[src/rtl/tsc_pkg.sv]
package tsc_pkg;
  localparam int unsigned FLG_N        = 4;
  localparam int unsigned FLG_PWR_HI   = 0;
  localparam int unsigned FLG_BIAS_MAX = 1;
  localparam int unsigned FLG_BIAS_ALM = 2;
  localparam int unsigned FLG_PWR_LO   = 3;

  // Enable mask applied to the flag set: power-low is held off while settling.
  function automatic logic [FLG_N-1:0] settle_mask(input logic settling);
    logic [FLG_N-1:0] m;
    m             = '1;
    m[FLG_PWR_LO] = ~settling;
    return m;
  endfunction
endpackage

[src/rtl/tsc_sync.sv]
module tsc_sync #(
  parameter int unsigned W = 1
) (
  input  logic         clk,
  input  logic         rst_n,
  input  logic [W-1:0] d,
  output logic [W-1:0] q
);
  logic [W-1:0] meta_q;
  logic [W-1:0] sync_q;

  always_ff @(posedge clk or negedge rst_n) begin
    if (!rst_n) begin
      meta_q <= '0;
      sync_q <= '0;
    end else begin
      meta_q <= d;
      sync_q <= meta_q;
    end
  end

  assign q = sync_q;
endmodule

[src/rtl/tsc_stretch.sv]
module tsc_stretch #(
  parameter int unsigned HOLD = 1000000
) (
  input  logic clk,
  input  logic rst_n,
  input  logic req,
  output logic act
);
  localparam int unsigned CW = $clog2(HOLD + 1);

  logic [CW-1:0] cnt_q, cnt_d;
  logic          cnt_en;
  logic          busy;

  assign busy = (cnt_q != '0);

  always_comb begin
    cnt_en = req | busy;
    cnt_d  = cnt_q;
    if (req)       cnt_d = CW'(HOLD);
    else if (busy) cnt_d = cnt_q - 1'b1;
  end

  always_ff @(posedge clk or negedge rst_n) begin
    if (!rst_n)      cnt_q <= '0;
    else if (cnt_en) cnt_q <= cnt_d;
  end

  assign act = req | busy;
endmodule

[src/rtl/tsc_fault_core.sv]
module tsc_fault_core
  import tsc_pkg::*;
#(
  parameter int unsigned CLR_CYC = 1300000
) (
  input  logic             clk,
  input  logic             rst_n,
  input  logic [FLG_N-1:0] flag,
  input  logic [FLG_N-1:0] en,
  input  logic             settling,
  input  logic             pad_s,
  input  logic             dis_req,
  output logic             gate,
  output logic             pad_oe,
  output logic             pad_src
);
  localparam int unsigned TW = $clog2(CLR_CYC + 1);

  logic          gate_q, gate_d;
  logic [1:0]    echo_q, echo_d;
  logic [TW-1:0] tmr_q, tmr_d;
  logic          set_term;
  logic          clr_hit;
  logic          tmr_run;

  // The block's own pull-down is still visible through the synchronizer
  // for two cycles after release; ignore the pin for that long.
  assign pad_src  = pad_s & ~gate_q & ~(|echo_q);
  assign set_term = (|(flag & en & settle_mask(settling))) | pad_src;
  assign clr_hit  = dis_req & gate_q & (tmr_q == TW'(CLR_CYC - 1));
  assign tmr_run  = dis_req & gate_q & ~clr_hit;

  always_comb begin
    gate_d = set_term | (gate_q & ~clr_hit);
    tmr_d  = tmr_run ? tmr_q + 1'b1 : '0;
    echo_d = {echo_q[0], gate_q};
  end

  always_ff @(posedge clk or negedge rst_n) begin
    if (!rst_n) begin
      gate_q <= 1'b0;
      tmr_q  <= '0;
      echo_q <= '0;
    end else begin
      gate_q <= gate_d;
      tmr_q  <= tmr_d;
      echo_q <= echo_d;
    end
  end

  assign gate   = gate_q;
  assign pad_oe = gate_q;
endmodule

[src/rtl/tsc_low_latch.sv]
module tsc_low_latch #(
  parameter int unsigned N = 11
) (
  input  logic         clk,
  input  logic         rst_n,
  input  logic [N-1:0] alm,
  input  logic [N-1:0] clr,
  input  logic         settling,
  output logic [N-1:0] lat
);
  logic [N-1:0] lat_q, lat_d;

  always_comb begin
    lat_d = (lat_q & ~clr) | (alm & ~{N{settling}});
  end

  always_ff @(posedge clk or negedge rst_n) begin
    if (!rst_n) lat_q <= '0;
    else        lat_q <= lat_d;
  end

  assign lat = lat_q;
endmodule

[src/rtl/tx_safety_ctrl.sv]
module tx_safety_ctrl
  import tsc_pkg::*;
#(
  parameter int unsigned LOW_N      = 11,
  parameter int unsigned SETTLE_CYC = 1000000,
  parameter int unsigned CLR_CYC    = 1300000
) (
  input  logic             clk,
  input  logic             rst_n,
  input  logic             dis_pin_i,
  input  logic             sw_dis_i,
  input  logic             fault_pad_i,
  input  logic [FLG_N-1:0] mon_flag_i,
  input  logic [FLG_N-1:0] mon_en_i,
  input  logic [LOW_N-1:0] low_alm_i,
  input  logic [LOW_N-1:0] low_clr_i,
  output logic             dis_o,
  output logic             fault_gate_o,
  output logic             fault_pad_oe_o,
  output logic             ext_dis_o,
  output logic [LOW_N-1:0] low_lat_o
);
  logic       rst_meta_q, rst_sn;
  logic [1:0] pins_s;
  logic       dis_req;
  logic       pad_src;

  // Asynchronous assert, synchronous release.
  always_ff @(posedge clk or negedge rst_n) begin
    if (!rst_n) begin
      rst_meta_q <= 1'b0;
      rst_sn     <= 1'b0;
    end else begin
      rst_meta_q <= 1'b1;
      rst_sn     <= rst_meta_q;
    end
  end

  tsc_sync #(.W(2)) u_sync (
    .clk   (clk),
    .rst_n (rst_sn),
    .d     ({fault_pad_i, dis_pin_i}),
    .q     (pins_s)
  );

  assign dis_req = pins_s[0] | sw_dis_i;

  tsc_stretch #(.HOLD(SETTLE_CYC)) u_stretch (
    .clk   (clk),
    .rst_n (rst_sn),
    .req   (dis_req),
    .act   (ext_dis_o)
  );

  tsc_fault_core #(.CLR_CYC(CLR_CYC)) u_core (
    .clk      (clk),
    .rst_n    (rst_sn),
    .flag     (mon_flag_i),
    .en       (mon_en_i),
    .settling (ext_dis_o),
    .pad_s    (pins_s[1]),
    .dis_req  (dis_req),
    .gate     (fault_gate_o),
    .pad_oe   (fault_pad_oe_o),
    .pad_src  (pad_src)
  );

  tsc_low_latch #(.N(LOW_N)) u_low (
    .clk      (clk),
    .rst_n    (rst_sn),
    .alm      (low_alm_i),
    .clr      (low_clr_i),
    .settling (ext_dis_o),
    .lat      (low_lat_o)
  );

  assign dis_o = dis_req | fault_gate_o;
endmodule

[config.mk]
export PLATFORM = sky130hd
export DESIGN_NAME = tx_safety_ctrl
export DESIGN_NICKNAME = d
export VERILOG_FILES = /design/src/rtl/tsc_pkg.sv /design/src/rtl/tsc_sync.sv /design/src/rtl/tsc_stretch.sv /design/src/rtl/tsc_fault_core.sv /design/src/rtl/tsc_low_latch.sv /design/src/rtl/tx_safety_ctrl.sv
export SDC_FILE = /design/constraint.sdc
export NUM_CORES = 1
export LEC_CHECK = 0
export ABC_CLOCK_PERIOD_IN_PS = 5340
export BUFFER_PORTS_ARGS = -buffer_cell sky130_fd_sc_hd__buf_2
export CORE_MARGIN = 5
export CORE_UTILIZATION = 29
export CTS_CLUSTER_DIAMETER = 100
export CTS_CLUSTER_SIZE = 10
export DETAILED_ROUTE_END_ITERATION = 10
export GPL_TIMING_DRIVEN = 0
export PLACE_DENSITY = 0.58
export SLEW_MARGIN = 20
export SYNTH_ARGS = -nofsm -noshare
export SYNTH_HDL_FRONTEND = slang
export SYNTH_SLANG_ARGS = --single-unit
[constraint.sdc]
create_clock -name clk -period 5.34 [get_ports clk]
set_clock_uncertainty 0.15 [all_clocks]
set_input_delay 0.801 -clock clk [delete_from_list [all_inputs] [get_ports clk]]
set_output_delay 0.801 -clock clk [all_outputs]
set_load 0.1 [all_outputs]
After elaboration in Yosys (flattened, before gate mapping)
Cells that the tools add are included.
- logic and storage cells: 42
- register bits: 61
- output and inout bits: 15
- input port bits: 35
- mux-type cells: 3
- equal/unequal tests: 1
- reduce and logical (&&, ||, !) cells: 5
- $add $sub $neg: 2
- bitwise gates (word level): 22
- operator list (operator ; number):
    $mux 20 ; 2
    $and 11x11->11 ; 2
    $not 11->11 ; 2
    $add 21x1->21 const B ; 1
    $eq 21x21->1 const B ; 1
    $mux 21 ; 1
    $reduce_bool 20->1 ; 1
    $sub 20x1->20 const B ; 1
    $or 11x11->11 ; 1
    $and 4x4->4 ; 2
    $and 1x1->1 ; 6
    $or 1x1->1 ; 5
    $not 1->1 ; 4
    $reduce_or 4->1 ; 1
    $reduce_and 2->1 ; 1
    $reduce_bool 2->1 ; 1
    $reduce_or 2->1 ; 1

Longest topological paths before layout
Gate-level depths: netlist (run 1).
- depth in word-level cells: 7
- mapped depth: 9
- mapped depth without buffers: 7

Hierarchy
A second synthesis (run 1) with hierarchy kept.
- cells, all modules: 310
- area, all modules: 3183.1 um2
- modules (own cells, without submodules) (module ; instances ; area each (um2) ; cells each ; sequential area each (um2)):
    tsc_stretch ; 1 ; 1300.0 ; 133 ; 500.5
    tsc_fault_core ; 1 ; 1216.2 ; 123 ; 600.6
    tsc_low_latch ; 1 ; 500.5 ; 45 ; 275.3
    tsc_sync ; 1 ; 100.1 ; 4 ; 100.1
    tx_safety_ctrl ; 1 ; 66.3 ; 5 ; 50.0

Worst setup path before layout (run 1)
OpenSTA, ideal clock, no wires.
- kind: flip-flop to output port
- from: register u_stretch.cnt_q[12]
- to: output port ext_dis_o
- path slack: 1.998 ns
- buffers on the path: 1
- data required time: 4.389 ns
- stages on the path, launching flop included: 5
- arrival time: 2.391 ns
- cells stage by stage: dfrtp_1 > or3_4 > or4_4 > buf_2 > or4_1
- cells in the longest elaborated chain, start to end: 2
- ends and longest elaborated chain (what ; line ; text):
    start, declared ; tsc_stretch.sv:11 ; logic [CW-1:0] cnt_q, cnt_d;
    start signal, assigned ; tsc_stretch.sv:26 ; else if (cnt_en) cnt_q <= cnt_d;
    $reduce_bool 20->1 ; tsc_stretch.sv:15 ; assign busy = (cnt_q != '0);
    $or 1x1->1 ; tsc_stretch.sv:29 ; assign act = req | busy;
    end, declared ; tx_safety_ctrl.sv:20 ; output logic ext_dis_o,
Every way passes these cells.

Final worst setup path (run 1)
Ends and elaborated chain as after synthesis.

==> results of run 1 <==
[cell type report]
cell class                      count  area [um^2]
Inverter                           17         63.8
Sequential cell                    61         1530
Tap cell                          133          166
Fill cell                         962         6140
Clock inverter                      7          124
Timing Repair Buffer               50          273
Buffer                             11         51.3
Clock buffer                        9          124
Multi-Input combinational cell    197         1220
[worst paths after layout]
check,endpoint,slack [ps]
min in group clk,rst_sn,210
max,ext_dis_o,1690
max in group asynchronous,u_stretch.cnt_q[16],4540
min,u_low.lat[9],20
max reg2reg,u_stretch.cnt_q[14],2830
min reg2reg,u_low.lat[9],20
[sequential cells by signal (all words and copies together) (netlist names)]
| signal | cells |
|---|---|
| u_core.gate | 1 |
| u_sync.q | 2 |
| rst_sn | 1 |
| u_sync.meta_q | 2 |
| u_core.echo_q | 2 |
| rst_meta_q | 1 |
| u_low.lat | 11 |
| u_core.tmr_q | 21 |
| u_stretch.cnt_q | 20 |
[metrics by stage]
step | std cells | hold slack, ps | utilization | setup slack, ps
final | 485 | 18.5 | 0.366 | 1690
after global routing | 485 | 31.1 | 0.366 | 1620
after CTS | 485 | 20.9 | 0.366 | 1680
after detailed placement | 469 | 19.6 | 0.341 | 2050
after global placement | 468 | 184 | 0.338 | 2030
after floorplan | 286 | 181 | - | 2000
[where the power goes]
part | internal, mW | switching [mW]
Combinational | 0.0354 | 0.0405
Clock | 0.312 | 0.193
Sequential | 0.479 | 0.0174
Total | 0.827 | 0.250
[Yosys cell counts (3+ instances only)]
| master | n | area share |
|---|---|---|
| sky130_fd_sc_hd__nor4_1 | 7 | 0.015 |
| sky130_fd_sc_hd__or3_1 | 8 | 0.018 |
| sky130_fd_sc_hd__nor2_1 | 36 | 0.047 |
| sky130_fd_sc_hd__a21oi_1 | 7 | 0.012 |
| sky130_fd_sc_hd__nand4_1 | 6 | 0.013 |
| sky130_fd_sc_hd__and3_1 | 5 | 0.011 |
| sky130_fd_sc_hd__dfrtp_1 | 61 | 0.53 |
| sky130_fd_sc_hd__clkbuf_1 | 6 | 0.0079 |
| sky130_fd_sc_hd__nor3_1 | 7 | 0.012 |
| sky130_fd_sc_hd__o31ai_1 | 4 | 0.011 |
| sky130_fd_sc_hd__ha_1 | 3 | 0.013 |
| sky130_fd_sc_hd__xnor2_1 | 9 | 0.028 |
| sky130_fd_sc_hd__inv_1 | 17 | 0.022 |
| sky130_fd_sc_hd__o21ai_0 | 3 | 0.0053 |
| sky130_fd_sc_hd__xor2_1 | 19 | 0.058 |
| sky130_fd_sc_hd__o31a_1 | 3 | 0.0092 |
| sky130_fd_sc_hd__o21ai_1 | 12 | 0.021 |
| sky130_fd_sc_hd__nand2_1 | 24 | 0.032 |
| sky130_fd_sc_hd__or4_1 | 3 | 0.0079 |
| sky130_fd_sc_hd__nand3_1 | 13 | 0.023 |
[routing by layer]
layer	up-vias	routed length, um	share of wire
met3	9	278	0.048
met1	1057	2680	0.47
met2	36	2700	0.47
met4	0	76	0.013
li1	1107	-	-
met5	-	0	0
[kinds of logic (layout without fill, tap and decap cells)]
family | count (synthesis) | in the layout | synth area share
fa+ha+maj | 3 | 3 | 0.0131
xor+xnor | 28 | 28 | 0.0858
mux | 1 | 1 | 0.00350
compound gates | 38 | 38 | 0.0863
other cells | 1 | 1 | 0.00131
simple gates | 126 | 126 | 0.236
buf+inv | 28 | 94 | 0.0403
flops | 61 | 61 | 0.534
[worst max-delay path, delay by kind of cell, from the launching register on]
family	cells	cell delay, ps
simple gates	3	1420
buf+inv	2	520
flops	1	420
==> impl_summary.log, run 1 <==
INFO  metric initial_utilization = 0.295
INFO  metric placement.io_buffers = 49
INFO  metric worst_ep_arrival_time = 2700 ps
INFO  metric cts_repair_resize_count = 0
INFO  metric clkLatencyLatePin = 340 ps
INFO  metric worst_setup_path_end_kind = primary output
INFO  metric remaining_drc_errors = 0
INFO  metric period_minus_slack = 3650 ps
INFO  metric synthesis.yosys.warnings = 0
INFO  metric hold_path_class = reg -> async
INFO  metric fmaxAchievable = 274 MHz
INFO  metric crit_path_max_incr_delay = 530 ps
INFO  metric setup_viol_count_final = 0
INFO  metric post_route_cells_drive_above_1_share = 0.230
INFO  metric rows = 36
INFO  metric groute.usage.overall = 0.105
INFO  metric area_growth = 24.2%
INFO  metric placed_cell_area = 0.00330 mm^2
INFO  metric crit_path_start_kind = flip-flop
INFO  metric synthesis.area_per_instance = 9.99 um^2
INFO  metric drt_first_pass_iters = 4
INFO  metric synthFlopType = sky130_fd_sc_hd__dfrtp_1
INFO  metric required_time_worst_endpoint = 4390 ps
INFO  metric grt_antenna_before_repair = 0
INFO  metric routedWlPerCell = 11.8 um
INFO  metric clkSinkCount = 61
INFO  metric met2_demand_to_capacity_share_in_global_routing = 0.163
INFO  metric place_hpwl = 4220 um
INFO  metric yosysUniqueCellTypes = 45
INFO  metric grt_util_met1 = 0.133
INFO  metric rr_worst_depth = 7
INFO  metric async_flop_share = 1.00
INFO  metric mostFrequentLayoutCell = sky130_fd_sc_hd__dfrtp_1
INFO  metric gp_congestion = 0.772
INFO  metric worst_setup_hold_path_clk_slew = 70 ps
INFO  metric regToRegStartpoint = u_stretch.cnt_q[0]
INFO  metric number_of_clock_buffers_inserted_by_tritoncts = 9
INFO  metric n_antenna_cell = 0
INFO  metric routed-via-count = 2,209
INFO  metric grt_use_met3 = 0.0420
INFO  metric maximum_number_of_pins_on_one_net_before_global_route_repair = 50
INFO  metric via_per_inst = 4.55
INFO  metric synthesis.instances = 286
INFO  metric max-clock-path-buffers = 2
INFO  metric timing.final.crit_share = 0.683
INFO  metric run_status = complete, no violations
INFO  metric synthesis.area = 0.00286 mm^2
INFO  metric finalMaxSlewViolations = 0
INFO  metric vias_in_the_first_global_route = 2,166
INFO  metric cts_tree = yes
INFO  metric core_ar = 0.00968 mm^2
INFO  metric p_per_area = 304 mW/mm^2
INFO  metric die_area = 0.0119 mm^2
INFO  metric layout.cells.most_common_list = sky130_fd_sc_hd__dfrtp_1 (60), sky130_fd_sc_hd__buf_2 (51), sky130_fd_sc_hd__nor2_1 (36)
INFO  metric synth_edf_count = 0
INFO  metric cts_hold_repair.buffers = 0
INFO  metric design_area = 0.00355 mm^2
INFO  metric slew-limit-headroom = 0.518
INFO  metric final_nets = 385
INFO  metric max_slew.worst_pin.slew = 718 ps
INFO  metric timing.setup.critical_path_class = reg -> out
INFO  metric synth-seq-area-share = 0.534
INFO  metric congestion_overflow_gr = 0
INFO  metric pin_count = 50
INFO  metric static-leakage-power = 1.53 nW
INFO  metric crit_path_cell_trace = or3_4, or4_4, buf_2, or4_1, buf_2
INFO  metric power = 1.08 mW
INFO  metric grt_first_pass_wirelength = 9890 um
INFO  metric postCtsSetupBuffers = 0
INFO  metric yosys_register_bits = 61
INFO  metric cts.htree.levels = 3
INFO  metric wirelength = 5740 um
INFO  metric synth_nets = 324
INFO  metric most_crowded_layer_after_global_routing = met2
INFO  metric slowest_stage = sky130_fd_sc_hd__or4_4
INFO  metric clk_root_buffer_cell = sky130_fd_sc_hd__clkbuf_8
INFO  metric setup_total_negative_slack = 0 ps
INFO  metric die-height = 109 um
INFO  metric rsz_0062_raised_after_global_routing = no
INFO  metric drt_first_iter_violations = 69
INFO  metric critical_path_peak_fanout = 10
INFO  metric hold_viol_final = 0
INFO  metric drv_cap = 0
INFO  metric power.ir.vdd_worst = 0.202 mV
INFO  metric crit_top_cell = sky130_fd_sc_hd__buf_2
INFO  metric detail-route-antenna-nets = 0
INFO  metric origin_of_the_worst_setup_path = u_stretch.cnt_q[12]
INFO  metric die_w = 109 um
Note: power is estimated with default switching activity, not from simulation.
==> inputs of run 2 (changes only) <==
Settings changed: ABC_CLOCK_PERIOD_IN_PS 5340 to 3500.
Clock period 5.34 ns to 3.5 ns, I/O delays scaled along.
==> run 2 against run 1 <==
  * Critical path depth unchanged
  * Via count hardly changed
  * Total power is 53% higher
  * Critical endpoint unchanged
  * Global-route usage about the same
  * Largest power group unchanged
  * Highest routed layer unchanged
  * Worst setup slack lost 1600 ps
  * Combinational power rose by 54%
  * Cell area increased by 0.28%
  * Routed wire length about the same
  * Sequential share of layout area fell by 0.12 points
  * Critical path type unchanged
==> impl_summary.log, run 2 (synthesis gave the netlist of run 1 again) <==
INFO  metric largest_register_ffs = 21
INFO  metric wirelength = 5740 um
INFO  metric postCtsSetupBuffers = 0
INFO  metric rows = 36
INFO  metric worst_ep_arrival_time = 2700 ps
INFO  metric cts_repair_resize_count = 0
INFO  metric placement.io_buffers = 49
INFO  metric rr_worst_depth = 7
INFO  metric n_antenna_cell = 0
INFO  metric met3_wirelength = 278 um
INFO  metric slew-limit-headroom = 0.518
INFO  metric power.ir.vdd_worst = 0.308 mV
INFO  metric topRoutingLayerUsed = met4
INFO  metric p_per_area = 462 mW/mm^2
INFO  metric met1Wirelength = 2690 um
INFO  metric finalMaxSlewViolations = 0
INFO  metric cts.htree.levels = 3
INFO  metric congestion_overflow_gr = 0
INFO  metric static-leakage-power = 1.53 nW
INFO  metric setup_viol_count_final = 0
INFO  metric max-clock-path-buffers = 2
INFO  metric clkLatencyLatePin = 340 ps
INFO  metric n_fill_cell = 961
INFO  metric fmaxAchievable = 297 MHz
INFO  metric grt_first_pass_wirelength = 9900 um
INFO  metric area_growth = 24.5%
INFO  metric drt_first_pass_iters = 4
INFO  metric multiInputGateArea = 0.00122 mm^2
INFO  metric worst_setup_path_end_kind = primary output
INFO  metric timing.setup.critical_path_class = reg -> out
INFO  metric run_status = complete, no violations
INFO  metric number_of_clock_buffers_inserted_by_tritoncts = 9
INFO  metric timing.final.crit_share = 0.963
INFO  metric layout.cells.most_common_list = sky130_fd_sc_hd__dfrtp_1 (60), sky130_fd_sc_hd__buf_2 (51), sky130_fd_sc_hd__nor2_1 (36)
INFO  metric max_flop_register = u_core.tmr_q
INFO  metric grt_antenna_before_repair = 0
INFO  metric remaining_drc_errors = 0
INFO  metric worstReg2RegEnd = u_stretch.cnt_q[14]
INFO  metric hold_viol_final = 0
INFO  metric die_area = 0.0119 mm^2
INFO  metric power = 1.64 mW
INFO  metric timing.reg2reg.setup_slack = 990 ps
INFO  metric setup_total_negative_slack = 0 ps
INFO  metric mostFrequentLayoutCell = sky130_fd_sc_hd__dfrtp_1
INFO  metric post_route_cells_drive_above_1_share = 0.229
INFO  metric groute.usage.overall = 0.105
INFO  metric hold_path_class = reg -> async
INFO  metric worst_setup_hold_path_clk_slew = 70 ps
INFO  metric maximum_number_of_pins_on_one_net_before_global_route_repair = 50
INFO  metric via_per_inst = 4.55
INFO  metric layout.area.seq = 0.00153 mm^2
INFO  metric period_minus_slack = 3370 ps
INFO  metric initial_utilization = 0.295
INFO  metric rsz_0062_raised_after_global_routing = no
INFO  metric crit_path_start_kind = flip-flop
INFO  metric drv_cap = 0
INFO  metric critical_path_peak_fanout = 10
INFO  metric cts_tree = yes
INFO  metric clkSinkCount = 61
INFO  metric clk_root_buffer_cell = sky130_fd_sc_hd__clkbuf_8
INFO  metric vias_in_the_first_global_route = 2,169
INFO  metric met2_wirelength = 2690 um
INFO  metric max_slew.worst_pin.slew = 718 ps
INFO  metric routedWlPerCell = 11.8 um
INFO  metric drt_first_iter_violations = 67
INFO  metric required_time_worst_endpoint = 2820 ps
INFO  metric detail-route-antenna-nets = 0
INFO  metric cts_hold_repair.buffers = 1
INFO  metric final_nets = 386
INFO  metric routed-via-count = 2,211
INFO  metric gp_congestion = 0.772
INFO  metric place_hpwl = 4220 um
INFO  metric die_w = 109 um
INFO  metric die-height = 109 um
INFO  metric pin_count = 50
INFO  metric regToRegStartpoint = u_stretch.cnt_q[0]
INFO  metric hold-worst-slack = 18.5 ps
INFO  metric core_ar = 0.00968 mm^2
[run 2: critical path: stages, from the launching register on]
cell and delay (ps):
sky130_fd_sc_hd__dfrtp_1 420, sky130_fd_sc_hd__or3_4 410, sky130_fd_sc_hd__or4_4 530, sky130_fd_sc_hd__buf_2 210, sky130_fd_sc_hd__or4_1 480, sky130_fd_sc_hd__buf_2 310
[run 2: how the worst max path moves through the flow]
stage	from	cells past startpoint	to	slack [ps]
final	u_stretch.cnt_q[12]	5	ext_dis_o	130
after global routing	u_stretch.cnt_q[12]	5	ext_dis_o	50
after CTS	u_stretch.cnt_q[12]	5	ext_dis_o	120
after detailed placement	u_stretch.cnt_q[12]	5	ext_dis_o	500
after global placement	u_stretch.cnt_q[12]	5	ext_dis_o	490
after floorplan	u_stretch.cnt_q[12]	4	ext_dis_o	430
[run 2: routing by layer]
layer  up-vias  track usage
met5         -            0
met4         0       0.0365
met3         9       0.0420
met2        36        0.163
met1      1057        0.133
li1       1109            -
[run 2: final cells by class]
class,instances,share of cell area
buffer,11,0.0144
clock buffer,9,0.0348
clock inverter,7,0.0348
inverter,17,0.0179
multi-input combinational,197,0.342
sequential,61,0.430
tap,133,0.0468
timing repair buffer,51,0.0795
[run 2: metrics by stage]
stage	util	cells	setup WS (ps)	instance area, um^2
final	0.367	486	130	3560
after global routing	0.367	486	54.0	3560
after CTS	0.367	486	117	3560
after detailed placement	0.341	469	499	3300
after global placement	0.338	468	489	3270
after floorplan	-	286	434	2860
[run 2: power by group]
group	switching, mW	internal (mW)	total, mW
sequential	0.0265	0.732	0.758
combinational	0.0619	0.0548	0.117
clock	0.294	0.476	0.770
total	0.382	1.26	1.64
==> inputs of run 3 (changes only) <==
Settings changed: CORE_UTILIZATION 29 to 35, PLACE_DENSITY 0.58 to 0.65, SETUP_SLACK_MARGIN set to 0.5.
==> run 3 against run 2 <==
  * Sequential power hardly changed
  * Count of clock-buffer cells in the layout stayed put
  * Critical path depth stayed put
  * First-iteration DRC count is 1.5% higher
  * Total power is 11% lower
  * Routed wire length is 4.0% higher
  * Non-clock buffer count is 12 higher
  * Final cell count is 3.3% lower
  * Global-route usage is 2.1 points higher
==> impl_summary.log, run 3 (synthesis gave the netlist of run 1 again) <==
INFO  metric run_status = complete, no violations
INFO  metric post_route_cells_drive_above_1_share = 0.266
INFO  metric fmaxAchievable = 333 MHz
INFO  metric static-leakage-power = 1.57 nW
INFO  metric pin_count = 50
INFO  metric slew-limit-headroom = 0.509
INFO  metric worst_ep_arrival_time = 2330 ps
INFO  metric p_per_area = 408 mW/mm^2
INFO  metric clkLatencyLatePin = 340 ps
INFO  metric die_w = 100 um
INFO  metric area_growth = 25.0%
INFO  metric timing.setup.critical_path_class = reg -> out
INFO  metric max_slew.worst_pin.slew = 731 ps
INFO  metric worst_setup_path_end_kind = primary output
INFO  metric number_of_clock_buffers_inserted_by_tritoncts = 9
INFO  metric cts_tree = yes
INFO  metric n_fill_cell = 789
INFO  metric required_time_worst_endpoint = 2820 ps
INFO  metric largest_register_ffs = 21
INFO  metric core_ar = 0.00809 mm^2
INFO  metric clkSinkCount = 61
INFO  metric final_nets = 398
INFO  metric finalMaxSlewViolations = 0
INFO  metric setup_slack = 497 ps
INFO  metric cts.htree.levels = 3
INFO  metric via_per_inst = 4.81
INFO  metric clk_root_buffer_cell = sky130_fd_sc_hd__clkbuf_8
INFO  metric remaining_drc_errors = 0
INFO  metric met2_demand_to_capacity_share_in_global_routing = 0.201
INFO  metric drv_cap = 0
INFO  metric most_crowded_layer_after_global_routing = met2
INFO  metric initial_utilization = 0.353
INFO  metric die_area = 0.0101 mm^2
INFO  metric worst_setup_hold_path_clk_slew = 80 ps
INFO  metric grt_first_pass_wirelength = 10,200 um
INFO  metric routed-via-count = 2,262
INFO  metric rows = 33
INFO  metric die-height = 100 um
INFO  metric setup_viol_count_final = 0
INFO  metric place_hpwl = 4260 um
INFO  metric setup_ws_pre_cts = 496 ps
INFO  metric hold_path_class = reg -> async
INFO  metric drt_first_pass_iters = 4
INFO  metric critical_path_peak_fanout = 2
INFO  metric grt_use_met3 = 0.0410
INFO  metric timing.final.crit_share = 0.858
INFO  metric grt_antenna_before_repair = 0
INFO  metric hold_viol_final = 0
INFO  metric groute.usage.overall = 0.126
INFO  metric drt_first_iter_violations = 68
INFO  metric power.ir.vdd_worst = 0.262 mV
INFO  metric placement.io_buffers = 49
INFO  metric max_flop_register = u_core.tmr_q
INFO  metric setup_total_negative_slack = 0 ps
INFO  metric vias_in_the_first_global_route = 2,261
INFO  metric crit_path_start_kind = flip-flop
INFO  metric n_antenna_cell = 0
INFO  metric routedWlPerCell = 12.7 um
INFO  metric wirelength = 5970 um
INFO  metric mostFrequentLayoutCell = sky130_fd_sc_hd__dfrtp_1
INFO  metric grt_util_met1 = 0.157
INFO  metric max-clock-path-buffers = 2
INFO  metric congestion_overflow_gr = 0
INFO  metric rsz_0062_raised_after_global_routing = yes
INFO  metric gp_congestion = 0.741
INFO  metric period_minus_slack = 3000 ps
INFO  metric layout.cells.most_common_list = sky130_fd_sc_hd__dfrtp_1 (59), sky130_fd_sc_hd__buf_2 (50), sky130_fd_sc_hd__nor2_1 (36)
INFO  metric detail-route-antenna-nets = 0
INFO  metric rr_worst_depth = 7
INFO  metric maximum_number_of_pins_on_one_net_before_global_route_repair = 40
run 3: critical path: stages, from the launching register on:
cell and delay (ps):
sky130_fd_sc_hd__dfrtp_2 410, sky130_fd_sc_hd__or3_4 400, sky130_fd_sc_hd__or4_4 430, sky130_fd_sc_hd__buf_6 130, sky130_fd_sc_hd__or4_4 430, sky130_fd_sc_hd__buf_12 180
run 3: repair_timing:
item | in CTS | in global routing
hold endpoints to repair | 2 | 0
gates resized for setup | 10 | 2
buffers inserted | 10 | 2
hold buffers | 1 | 0
pin swaps | 4 | 0
endpoints found under the setup margin | 1 | 1
run 3: cell type report:
type,count,area (um^2),share of cell area
repair buffers,63,380,0.107
flip-flops and latches,61,1530,0.429
clock inverters,7,57.6,0.0161
well taps,105,131,0.0368
clock buffers,9,124,0.0347
plain buffers,11,62.6,0.0175
inverters,17,63.8,0.0179
multi-input cells,197,1220,0.342
run 3: per-layer routing:
metal,wire (um),part of all wire
met4,98,0.016
met2,2970,0.50
met3,208,0.035
met1,2690,0.45
met5,0,0
run 3: worst paths after layout:
check	endpoint	start	slack (ps)
worst min register to register	u_core.tmr_q[15]	rst_sn	70
worst min-delay path	u_core.tmr_q[15]	rst_sn	70
min in group clk	u_sync.meta_q[0]	dis_pin_i	140
worst max-delay path	ext_dis_o	u_stretch.cnt_q[11]	500
max in group asynchronous	u_stretch.cnt_q[11]	rst_sn	2630
worst max register to register	u_stretch.cnt_q[14]	u_stretch.cnt_q[0]	960
run 3: stage by stage:
step	cells	hold slack (ps)	total power, mW	area (um^2)	util
2_1_floorplan	286	79.4	0.842	2860	-
3_3_place_gp	440	160	0.880	3240	0.400
3_5_place_dp	441	68.4	0.890	3260	0.403
4_1_cts	468	76.3	1.47	3560	0.439
5_1_grt	470	97.7	1.53	3570	0.441
6_report	470	66.0	1.46	3570	0.441
run 3: power by group:
part	leakage [nW]	internal (mW)	switching [mW]
sequential	0.776	0.731	0.0264
clock	0.0833	0.266	0.312
combinational	0.714	0.0568	0.0635
